File: src/rtl/ssp_stat_pkg.sv
package ssp_stat_pkg;
  localparam int STAT_W     = 32;
  localparam int NUM_EVT    = 4;
  localparam int POS_RXEN   = 17;
  localparam int POS_TXEN   = 16;
  localparam int POS_EVT_LO = 8;
  localparam int POS_OVR    = 5;
  localparam int POS_RXRDY  = 4;
  localparam int POS_TXEMP  = 1;
  localparam int POS_TXRDY  = 0;

  typedef struct packed {
    logic               rx_en;
    logic               tx_en;
    logic [NUM_EVT-1:0] evt;
    logic               ovr;
    logic               rx_rdy;
    logic               tx_empty;
    logic               tx_rdy;
  } stat_fields_t;

  function automatic logic [STAT_W-1:0] pack_status(stat_fields_t f);
    logic [STAT_W-1:0] w;
    w = '0;
    w[POS_RXEN]                       = f.rx_en;
    w[POS_TXEN]                       = f.tx_en;
    w[POS_EVT_LO +: NUM_EVT]          = f.evt;
    w[POS_OVR]                        = f.ovr;
    w[POS_RXRDY]                      = f.rx_rdy;
    w[POS_TXEMP]                      = f.tx_empty;
    w[POS_TXRDY]                      = f.tx_rdy;
    return w;
  endfunction
endpackage

File: src/rtl/ssp_sticky_bank.sv
module ssp_sticky_bank #(
  parameter int N = 4
) (
  input  logic         clk,
  input  logic         rst,
  input  logic [N-1:0] set_i,
  input  logic         clr_i,
  output logic [N-1:0] flag_o
);
  for (genvar k = 0; k < N; k++) begin : g_flag
    logic q;
    always_ff @(posedge clk) begin
      if (rst)           q <= 1'b0;
      else if (set_i[k]) q <= 1'b1;
      else if (clr_i)    q <= 1'b0;
    end
    assign flag_o[k] = q;
  end
endmodule

File: src/rtl/ssp_tx_track.sv
module ssp_tx_track (
  input  logic clk,
  input  logic rst,
  input  logic wr_i,
  input  logic load_i,
  input  logic done_i,
  output logic thr_full_o,
  output logic shift_busy_o,
  output logic tx_rdy_o,
  output logic tx_empty_o
);
  logic thr_full_q, busy_q;

  always_ff @(posedge clk) begin
    if (rst) begin
      thr_full_q <= 1'b0;
      busy_q     <= 1'b0;
    end else begin
      if (wr_i)        thr_full_q <= 1'b1;
      else if (load_i) thr_full_q <= 1'b0;
      if (load_i)      busy_q <= 1'b1;
      else if (done_i) busy_q <= 1'b0;
    end
  end

  assign thr_full_o   = thr_full_q;
  assign shift_busy_o = busy_q;
  assign tx_rdy_o     = ~thr_full_q;
  assign tx_empty_o   = ~thr_full_q & ~busy_q;
endmodule

File: src/rtl/ssp_rx_track.sv
module ssp_rx_track (
  input  logic clk,
  input  logic rst,
  input  logic load_i,
  input  logic read_i,
  input  logic stat_rd_i,
  output logic rhr_full_o,
  output logic ovr_o
);
  logic full_q, ovr_q;
  logic ovr_hit;

  assign ovr_hit = load_i & full_q & ~read_i;

  always_ff @(posedge clk) begin
    if (rst) begin
      full_q <= 1'b0;
      ovr_q  <= 1'b0;
    end else begin
      if (load_i)      full_q <= 1'b1;
      else if (read_i) full_q <= 1'b0;
      if (ovr_hit)        ovr_q <= 1'b1;
      else if (stat_rd_i) ovr_q <= 1'b0;
    end
  end

  assign rhr_full_o = full_q;
  assign ovr_o      = ovr_q;
endmodule

File: src/rtl/ssp_status_word.sv
module ssp_status_word
  import ssp_stat_pkg::*;
(
  input  logic              clk,
  input  logic              rst,
  input  logic              rx_en,
  input  logic              tx_en,
  input  logic              rx_sync_pulse,
  input  logic              tx_sync_pulse,
  input  logic              cmp1_pulse,
  input  logic              cmp0_pulse,
  input  logic              thr_write,
  input  logic              tsr_load,
  input  logic              tsr_done,
  input  logic              rhr_load,
  input  logic              rhr_read,
  input  logic              stat_rd,
  output logic              rd_valid,
  output logic [STAT_W-1:0] stat_rdata
);
  logic [NUM_EVT-1:0] evt_pulse;
  logic [NUM_EVT-1:0] sticky_q;
  logic thr_full, shift_busy, tx_rdy, tx_empty;
  logic rhr_full, ovr_q;
  stat_fields_t fields;

  // event order sets the bit order: rx sync at the top, compare 0 at the bottom
  assign evt_pulse = {rx_sync_pulse, tx_sync_pulse, cmp1_pulse, cmp0_pulse};

  ssp_sticky_bank #(.N(NUM_EVT)) u_sticky (
    .clk(clk), .rst(rst), .set_i(evt_pulse), .clr_i(stat_rd), .flag_o(sticky_q)
  );

  ssp_tx_track u_tx (
    .clk(clk), .rst(rst), .wr_i(thr_write), .load_i(tsr_load), .done_i(tsr_done),
    .thr_full_o(thr_full), .shift_busy_o(shift_busy),
    .tx_rdy_o(tx_rdy), .tx_empty_o(tx_empty)
  );

  ssp_rx_track u_rx (
    .clk(clk), .rst(rst), .load_i(rhr_load), .read_i(rhr_read), .stat_rd_i(stat_rd),
    .rhr_full_o(rhr_full), .ovr_o(ovr_q)
  );

  always_comb begin
    fields.rx_en    = rx_en;
    fields.tx_en    = tx_en;
    fields.evt      = sticky_q;
    fields.ovr      = ovr_q;
    fields.rx_rdy   = rhr_full;
    fields.tx_empty = tx_empty;
    fields.tx_rdy   = tx_rdy;
  end

  always_ff @(posedge clk) begin
    if (rst) begin
      rd_valid   <= 1'b0;
      stat_rdata <= '0;
    end else begin
      rd_valid <= stat_rd;
      if (stat_rd) stat_rdata <= pack_status(fields);
    end
  end
endmodule

File: config.mk
export PLATFORM = sky130hd
export DESIGN_NAME = ssp_status_word
export DESIGN_NICKNAME = d
export VERILOG_FILES = /design/src/rtl/ssp_stat_pkg.sv /design/src/rtl/ssp_sticky_bank.sv /design/src/rtl/ssp_tx_track.sv /design/src/rtl/ssp_rx_track.sv /design/src/rtl/ssp_status_word.sv
export SDC_FILE = /design/constraint.sdc
export NUM_CORES = 1
export LEC_CHECK = 0
export ABC_AREA = 1
export BUFFER_PORTS_ARGS = -buffer_cell sky130_fd_sc_hd__buf_2
export CAP_MARGIN = 20
export CELL_PAD_IN_SITES_DETAIL_PLACEMENT = 2
export CELL_PAD_IN_SITES_GLOBAL_PLACEMENT = 2
export CORE_MARGIN = 10
export CORE_UTILIZATION = 25
export CTS_CLUSTER_SIZE = 25
export DETAILED_ROUTE_END_ITERATION = 16
export PLACE_DENSITY_LB_ADDON = 0.1
export SYNTH_ARGS = -nofsm -noshare
export SYNTH_HDL_FRONTEND = slang
export SYNTH_SLANG_ARGS = --single-unit
File: constraint.sdc
create_clock -name clk -period 0.95 [get_ports clk]
set_input_delay 0.19 -clock clk [delete_from_list [all_inputs] [get_ports clk]]
set_output_delay 0.19 -clock clk [all_outputs]
set_load 0.02 [all_outputs]
==> impl_metrics.csv, run 1 <==
group,metric,value,unit
synth,syn_area,880,um^2
synth,async_flop_share,0,%
cells_and_area,antenna_cells,0,
pwr,powerDensity,1400,nW/um^2
placed_design,dp_hpwl,1.77,mm
die,die_area,6290,um^2
sta,rsz0062_at_grt,"true",
synth,yosys-top-cells-area,"dfxtp_1 43%, buf_4 20%, a21oi_2 9.0%, nand2_1 6.0%, nand2_2 5.7%",
cts,clk_pin_slew,0.12,ns
critical_path,cpMaxStageDelayCell,"dfxtp_2",
synth,post-synth-top-area-cell,"dfxtp_1",
sta,fin_ws,-0.0118,ns
cts,cts_tree,"yes",
critical_path,path_class,"register to output port",
status,status,"finished, violations left",
synth,synth_enable_flop_cells,0,
sta,fmax,1040,MHz
die,die_x,79.3,um
synth,ys_ff_latch,19,
cts,clock-sinks,19,
synth,syn_area_per_cell,8.80,um^2
critical_path,arrival,0.77,ns
sta,setup_viol,6,
cells_and_area,multiInputGateArea,344,um^2
synth,synth_most_common_cell,"buf_4",
critical_path,critical_path.cell_chain,"buf_6",
sta,finalCritPeriodShare,101,%
synth,yosys_warnings,0,
critical_path,start_kind,"register",
die,die_y,79.3,um
critical_path,cp.buffers_inverters,1,
critical_path,critPathRequiredTime,0.76,ns
cts,cts_buffers,3,
cells_and_area,nets,151,
routing,drt-wirelength-per-cell,13.1,um
sta,tns,-0.0403,ns
cells_and_area,fillers,423,
synth,seq_area_frac_synth,43.2,%
sta,hold_viol,0,
worst_hold_path,hp-class,"input pin to register",
flow_run,cap_violations,0,
placed_design,gp_congestion,0.624,
cts,clock_latency,0.30,ns
routing,ant_nets,0,
pwr,leakage,0.000546,uW
synth,synth_commonest_cells,"23 x buf_4, 19 x dfxtp_1, 14 x nand2_1, 9 x a21oi_1, 9 x a21oi_2",
cells_and_area,area_delta_synth_final,32.6,%
synth,synthFlopType,"dfxtp_1",
cts,clockBufferDepth,2,
pwr,power,1630,uW
synth,synth_top_area_share,43.2,%
global_routing,grt_first_pass_wirelength,3.88,mm
sta,finalClockSkew,0.00800,ns
routing,vias,701,
routing,dr.pass1.iters,2,
critical_path,critPathMaxFanout,2,
global_routing,grt_max_degree,20,
die,start_util,26.2,%
critical_path,slowest_delay,0.36,ns
die,rows,21,
critical_path,cp-end-kind,"output port",
sta,min_period,0.962,ns
routing,via_per_inst,3.85,
global_routing,grtUsageTotal,7.87,%
status,violations,"negative setup slack",
global_routing,grt_pass1_vias,801,
synth,synthCells,100,
routing,drt-initial-drc-count,12,
global_routing,overflow,0,
global_routing,antenna_found_initial,0,
cts,cts_root_buf,"clkbuf_4",
die,ios,47,
routing,drc,0,
cts,cts.htree.levels,1,
pwr,vdd_ir_drop_max,350,uV
critical_path,crit_family,"flip-flops",
sta,timing.final.max_slew_violations,0,
placed_design,port_buffers,24,
cells_and_area,drive_gt1_share,51.5,%
routing,wl,2.38,mm
cells_and_area,seq_area,394,um^2
die,core_area,3360,um^2
synth,ys_types,13,
## layer usage
layer | up-vias | track usage (%) | wire [um]
met4 | 0 | 5.38 | 41
met1 | 333 | 7.98 | 928
li1 | 342 | - | -
met3 | 2 | 2.14 | 170
met2 | 24 | 13.8 | 1240
met5 | - | 0 | 0
## area by class of cell
type	instances	area share [%]
sequential	19	33.8
multi-input combinational	71	29.5
timing repair buffer	37	27.8
tap	46	4.94
clock buffer	3	1.93
inverter	5	1.61
clock inverter	1	0.429
## final timing paths
check                           cells after the start                  startpoint                                 to  slack, ns
worst min-delay path                                3               rx_sync_pulse  u_sticky.g_flag[3].q$_SDFFE_PP0P_        0.1
worst min register to register                      2     u_rx.ovr_o$_SDFFE_PP0P_            u_rx.ovr_o$_SDFFE_PP0P_       0.48
worst max-delay path                                1  stat_rdata[5]$_SDFFE_PP0P_                      stat_rdata[5]      -0.01
worst max register to register                      4  stat_rdata[4]$_SDFFE_PP0P_         stat_rdata[4]$_SDFFE_PP0P_       0.17
## worst register-to-register path, cell delays in order (launching register included)
cell and delay, ns:
dfxtp_2 0.34, buf_4 0.12, buf_4 0.12, nand2_2 0.06
a21oi_2 0.04
## cell usage in the layout (no fill, tap or decap)
cell,n
conb_1,22
nand2_1,14
buf_2,13
buf_6,11
dfxtp_2,11
buf_4,10
a21oi_2,9
a21oi_1,9
nand2_2,8
nor2_1,8
dfxtp_1,8
inv_1,4
clkbuf_4,3
buf_12,3
inv_2,1
nand3_1,1
clkinv_2,1
## per-stage QoR
| stage | hold WS (ns) | instance area [um^2] | util [%] | worst slack (ns) | std cells |
|---|---|---|---|---|---|
| after global placement | 0.398 | 988 | 29.4 | 0.192 | 169 |
| after global routing | 0.0935 | 1170 | 34.7 | -0.0603 | 182 |
| after floorplan | 0.301 | 958 | - | 0.274 | 121 |
| after detailed placement | 0.410 | 988 | 29.4 | 0.171 | 169 |
| after CTS | 0.0899 | 1160 | 34.4 | -0.0242 | 181 |
| final | 0.0972 | 1170 | 34.7 | -0.0118 | 182 |
## flip-flops by register name, indices dropped and copies added, names as in the netlist
register	count
stat_rdata	10
u_sticky.g_flag.q	4
rd_valid	1
u_rx.ovr_o	1
u_rx.rhr_full_o	1
u_tx.shift_busy_o	1
u_tx.thr_full_o	1
## what timing repair did
action,4_1_cts,5_1_grt
hold buffers,0,0
endpoints found under the setup margin,11,11
buffers inserted,8,1
endpoints found under the hold margin,0,0
gates resized for setup,33,0
## cell families after synthesis
| group | after synthesis | synth area share, % |
|---|---|---|
| buffers and inverters | 31 | 26.6 |
| DFF | 19 | 43.2 |
| AOI/OAI and AO/OA | 18 | 14.1 |
| other | 1 | 0.426 |
| and+or+nand+nor | 31 | 15.6 |
## where the power goes
| part | switching [uW] | internal (uW) |
|---|---|---|
| Clock | 259 | 157 |
| Combinational | 208 | 138 |
| Sequential | 27.6 | 844 |
| Total | 495 | 1140 |
Power figures use the tool's default switching activity.
==> run 2: changes to the inputs <==
--- a/config.mk
+++ b/config.mk
@@ -11,7 +11,8 @@
 export CELL_PAD_IN_SITES_DETAIL_PLACEMENT = 2
 export CELL_PAD_IN_SITES_GLOBAL_PLACEMENT = 2
 export CORE_MARGIN = 10
-export CORE_UTILIZATION = 25
+export CORE_UTILIZATION = 22
+export CTS_BUF_LIST = sky130_fd_sc_hd__clkbuf_4 sky130_fd_sc_hd__clkbuf_8
 export CTS_CLUSTER_SIZE = 25
 export DETAILED_ROUTE_END_ITERATION = 16
 export PLACE_DENSITY_LB_ADDON = 0.1
==> constraint.sdc (replaced) <==
create_clock -name clk -period 0.8 [get_ports clk]
set_input_delay 0.16 -clock clk [delete_from_list [all_inputs] [get_ports clk]]
set_output_delay 0.16 -clock clk [all_outputs]
set_load 0.02 [all_outputs]
==> run 2 against run 1 <==
Against the previous run:
- the flow still finishes with violations (negative setup slack)
- clock skew is 0.0041 ns lower
- clock power up 66%
- total power increased by 31%
- register-to-register slack worse by 0.14 ns
- die area is 10% higher
- clock-buffer cell count is 1 higher
- non-clock buffer count is 1 higher
- sequential share of layout area fell by 1.0 points
- critical path type unchanged
==> impl_metrics.csv, run 2 (same netlist as run 1, synthesis figures left out) <==
group,metric,value,unit
status,status,"finished, violations left",
status,violations,"negative setup slack",
sta,min_period,0.875,ns
cts,clockBufferDepth,2,
placed_design,dp_slack,0.0551,ns
die,core_area,3770,um^2
critical_path,endpoint,"stat_rdata[1]",
cells_and_area,multiInputGateArea,349,um^2
routing,drc,0,
sta,finalCritPeriodShare,109,%
critical_path,arrival,0.71,ns
cells_and_area,largest_reg_flops,10,
critical_path,timing.rr.start,"stat_rdata[5]$_SDFFE_PP0P_",
global_routing,grt_max_degree,20,
routing,drt-initial-drc-count,3,
cells_and_area,drive_gt1_share,51.8,%
sta,hold_viol,0,
sta,setup_viol,11,
die,die_x,83.2,um
routing,wl,2.35,mm
cells_and_area,seq_area,394,um^2
global_routing,grt_first_pass_wirelength,3.91,mm
routing,drt-wirelength-per-cell,12.7,um
cts,clock-sinks,19,
critical_path,crit_family,"flip-flops",
critical_path,r2r_cells,4,
sta,fin_hold_ws,0.120,ns
pwr,leakage,0.000568,uW
routing,via_per_inst,3.73,
global_routing,grtUsageTotal,6.90,%
routing,vias,690,
placed_design,post_dp_cell_area,991,um^2
critical_path,start_kind,"register",
cts,clock_latency,0.25,ns
flow_run,cap_violations,0,
worst_hold_path,hp-class,"input pin to register",
critical_path,rr_endpoint,"stat_rdata[5]$_SDFFE_PP0P_",
cells_and_area,fillers,430,
critical_path,cp-end-kind,"output port",
cells_and_area,fin_util,31.9,%
cts,clk_pin_slew,0.07,ns
placed_design,dp.cells,171,
die,die_area,6930,um^2
cells_and_area,layout.cells.non_filler,185,
cells_and_area,area_delta_synth_final,36.7,%
critical_path,cp.buffers_inverters,1,
sta,fmax,1140,MHz
sta,fin_ws,-0.0748,ns
cells_and_area,final_cell_mix,"22 x conb_1, 14 x nand2_1, 13 x buf_2",
die,ios,47,
routing,dr.pass1.iters,2,
placed_design,port_buffers,24,
pwr,powerDensity,1780,nW/um^2
critical_path,critPathMaxFanout,2,
routing,ant_nets,0,
cts,cts_buffers,3,
cells_and_area,final_area,1200,um^2
global_routing,antenna_found_initial,0,
cells_and_area,largest_register,"stat_rdata",
sta,finalClockSkew,0.00387,ns
cells_and_area,final_common_cell,"conb_1",
placed_design,dp_hpwl,1.72,mm
critical_path,cpMaxStageDelayCell,"dfxtp_2",
pwr,vdd_ir_drop_max,606,uV
die,die_y,83.2,um
global_routing,grt_pass1_vias,791,
critical_path,slowest_delay,0.35,ns
global_routing,overflow,0,
critical_path,crit_cells,1,
critical_path,critical_path.cell_chain,"buf_6",
critical_path,critPathRequiredTime,0.64,ns
sta,timing.final.max_slew_violations,0,
critical_path,r2r_slack,0.03,ns
placed_design,gp_congestion,0.650,
cells_and_area,reg_top3,"stat_rdata x10, u_sticky.g_flag.q x4",
sta,rsz0062_at_grt,"true",
critical_path,path_class,"register to output port",
cts,cts_root_buf,"clkbuf_8",
cells_and_area,nets,152,
cts,cts_tree,"yes",
die,start_util,23.3,%
die,rows,22,
cts,cts.htree.levels,1,
cells_and_area,antenna_cells,0,
critical_path,crit_start,"stat_rdata[1]$_SDFFE_PP0P_",
[run 2: repair_timing]
action,4_1_cts,5_1_grt
gates resized for setup,33,1
endpoints found under the setup margin,11,11
setup buffers,7,3
hold buffers,0,0
pin swaps,0,3
[run 2: report_power, final]
part	switching, uW	internal (uW)
clock network	302	387
registers	33.2	1000
logic	248	165
[run 2: worst min-delay path by stage]
stage / start / endpoint / slack (ns) / cells after the start
2_1_floorplan: cmp0_pulse / u_sticky.g_flag[0].q$_SDFFE_PP0P_ / 0.27 / 2
3_3_place_gp: thr_write / u_tx.thr_full_o$_SDFFE_PP0P_ / 0.37 / 3
3_5_place_dp: tx_sync_pulse / u_sticky.g_flag[2].q$_SDFFE_PP0P_ / 0.38 / 3
4_1_cts: rx_sync_pulse / u_sticky.g_flag[3].q$_SDFFE_PP0P_ / 0.12 / 3
5_1_grt: thr_write / u_tx.thr_full_o$_SDFFE_PP0P_ / 0.13 / 3
6_report: rx_sync_pulse / u_sticky.g_flag[3].q$_SDFFE_PP0P_ / 0.12 / 3
[run 2: metal layers]
metal	up-vias	wire [um]	GRT usage (%)
met5	-	0	0
met1	321	994	7.13
li1	339	-	-
met4	0	45	3.69
met3	2	138	3.03
met2	28	1170	11.5
[run 2: final cells by class]
type	instances	area share, %
Tap cell	48	4.99
Clock buffer	4	4.06
Timing Repair Buffer	38	27.6
Multi-Input combinational cell	71	29.0
Inverter	5	1.56
Sequential cell	19	32.8
[run 2: metrics by stage]
step	power [uW]	TNS, ns
6_report	2140	-0.682
2_1_floorplan	1370	0
4_1_cts	2180	-0.827
3_5_place_dp	1400	0
5_1_grt	2280	-1.07
3_3_place_gp	1390	0
[run 2: worst reg2reg max path, delay by kind of cell (launching register included)]
family                 cells  cell delay (ns)
AOI/OAI and AO/OA          1             0.04
buffers and inverters      2             0.25
DFF                        1             0.33
and+or+nand+nor            1             0.05
==> run 3: changes to the inputs <==
--- a/config.mk
+++ b/config.mk
@@ -13,9 +13,10 @@
 export CORE_MARGIN = 10
 export CORE_UTILIZATION = 22
 export CTS_BUF_LIST = sky130_fd_sc_hd__clkbuf_4 sky130_fd_sc_hd__clkbuf_8
-export CTS_CLUSTER_SIZE = 25
+export CTS_CLUSTER_SIZE = 30
 export DETAILED_ROUTE_END_ITERATION = 16
 export PLACE_DENSITY_LB_ADDON = 0.1
+export REMOVE_ABC_BUFFERS = 1
 export SYNTH_ARGS = -nofsm -noshare
 export SYNTH_HDL_FRONTEND = slang
 export SYNTH_SLANG_ARGS = --single-unit
==> run 3 against run 2 <==
Against the previous run:
- the flow still finishes with violations (negative setup slack)
- first-iteration DRC count increased to 7.3 times the previous value
- sequential share of layout area increased by 0.14 points
- setup slack got worse by 0.00084 ns
- critical path type unchanged
- wire length decreased by 1.8%
- via count increased by 3.0%
- final area decreased by 0.42%
- clock-buffer cell count decreased by 1
==> impl_metrics.csv, run 3 (same netlist as run 1, synthesis figures left out) <==
group,metric,value,unit
routing,drc,0,
critical_path,critical_path.cell_chain,"buf_6",
critical_path,arrival,0.72,ns
die,die_area,6930,um^2
global_routing,grt_pass1_vias,785,
critical_path,cpMaxStageDelayCell,"dfxtp_2",
cts,clock-sinks,19,
routing,drt-initial-drc-count,22,
critical_path,crit_family,"flip-flops",
sta,hold_viol,0,
placed_design,port_buffers,24,
die,ios,47,
die,core_area,3770,um^2
critical_path,slowest_delay,0.35,ns
die,die_x,83.2,um
global_routing,grt_first_pass_wirelength,3.73,mm
critical_path,critPathRequiredTime,0.64,ns
cells_and_area,antenna_cells,0,
routing,dr.pass1.iters,2,
routing,vias,711,
cells_and_area,final_area,1200,um^2
cts,clk_pin_slew,0.07,ns
worst_hold_path,worstHoldStart,"thr_write",
pwr,powerDensity,1770,nW/um^2
sta,fin_ws,-0.0757,ns
cells_and_area,nets,154,
sta,finalClockSkew,0.000439,ns
cells_and_area,drive_gt1_share,52.5,%
global_routing,antenna_found_initial,0,
critical_path,critPathMaxFanout,2,
cts,cts.htree.levels,1,
critical_path,crit_start,"stat_rdata[0]$_SDFFE_PP0P_",
routing,drt-wirelength-per-cell,12.3,um
status,status,"finished, violations left",
sta,fmax,1140,MHz
cells_and_area,reg_top3,"stat_rdata x10, u_sticky.g_flag.q x4",
cells_and_area,largest_register,"stat_rdata",
status,violations,"negative setup slack",
worst_hold_path,hp-class,"input pin to register",
global_routing,overflow,0,
cts,clockBufferDepth,2,
cells_and_area,area_delta_synth_final,36.1,%
die,rows,22,
cells_and_area,layout.cells.non_filler,187,
routing,via_per_inst,3.80,
critical_path,path_class,"register to output port",
flow_run,cap_violations,0,
placed_design,dp_hpwl,1.72,mm
sta,rsz0062_at_grt,"true",
global_routing,grtUsageTotal,6.52,%
cts,cts_root_buf,"clkbuf_8",
sta,timing.final.max_slew_violations,0,
die,start_util,23.3,%
critical_path,timing.rr.start,"stat_rdata[8]$_SDFFE_PP0P_",
global_routing,grt_max_degree,20,
placed_design,gp_congestion,0.647,
cts,clock_latency,0.25,ns
cts,cts_tree,"yes",
cells_and_area,final_cell_mix,"22 x conb_1, 14 x nand2_1, 14 x buf_4",
pwr,vdd_ir_drop_max,901,uV
critical_path,start_kind,"register",
pwr,leakage,0.000566,uW
sta,setup_viol,11,
cts,cts_buffers,3,
die,die_y,83.2,um
placed_design,post_dp_cell_area,971,um^2
critical_path,cp-end-kind,"output port",
sta,min_period,0.876,ns
cells_and_area,largest_reg_flops,10,
placed_design,dp.cells,170,
sta,finalCritPeriodShare,109,%
routing,wl,2.31,mm
cells_and_area,final_common_cell,"conb_1",
critical_path,cp.buffers_inverters,1,
routing,ant_nets,0,
## run 3: layout make-up
type / instances / area, um^2
clock inverters: 1 / 5.00
inverters: 5 / 18.8
well taps: 48 / 60.1
flip-flops and latches: 19 / 394
clock buffers: 3 / 41.3
repair buffers: 40 / 334
multi-input cells: 71 / 344
fillers: 440 / 2570
## run 3: per-stage QoR
step	TNS, ns	utilization [%]	total power (uW)	hold WS (ns)	setup WS, ns
5_1_grt	-1.08	31.8	2240	0.137	-0.118
6_report	-0.717	31.8	2110	0.109	-0.0757
4_1_cts	-0.855	30.6	2130	0.109	-0.0907
3_5_place_dp	0	25.7	1390	0.381	0.0333
2_1_floorplan	0	-	1250	0.222	0.117
3_3_place_gp	0	25.7	1380	0.368	0.0609
## run 3: worst reg2reg max path: cells and delay by family, from the launching register on
kind | cells | cell delay [ns]
DFF | 1 | 0.33
buffers and inverters | 2 | 0.24
and+or+nand+nor | 1 | 0.06
AOI/OAI and AO/OA | 1 | 0.04
## run 3: routing by layer
layer,vias to the layer above,routed length (um),GRT usage [%]
li1,344,-,-
met1,336,901,6.41
met2,29,1170,10.9
met3,2,217,4.39
met4,0,18,1.85
met5,-,0,0
## run 3: what timing repair did
item,4_1_cts,5_1_grt
resized for setup,33,0
hold buffers,0,0
setup endpoints to repair,11,11
buffers inserted,7,6
## run 3: final timing paths
kind	to	slack (ns)	cells after the start
min	u_tx.thr_full_o$_SDFFE_PP0P_	0.11	3
min reg2reg	stat_rdata[11]$_SDFFE_PP0P_	0.47	2
max reg2reg	stat_rdata[8]$_SDFFE_PP0P_	0.02	4
max	stat_rdata[0]	-0.08	1
## run 3: where the power goes
group / switching (uW) / internal, uW / total (uW)
logic: 247 / 168 / 415
registers: 32.3 / 1000 / 1030
clock network: 320 / 346 / 666
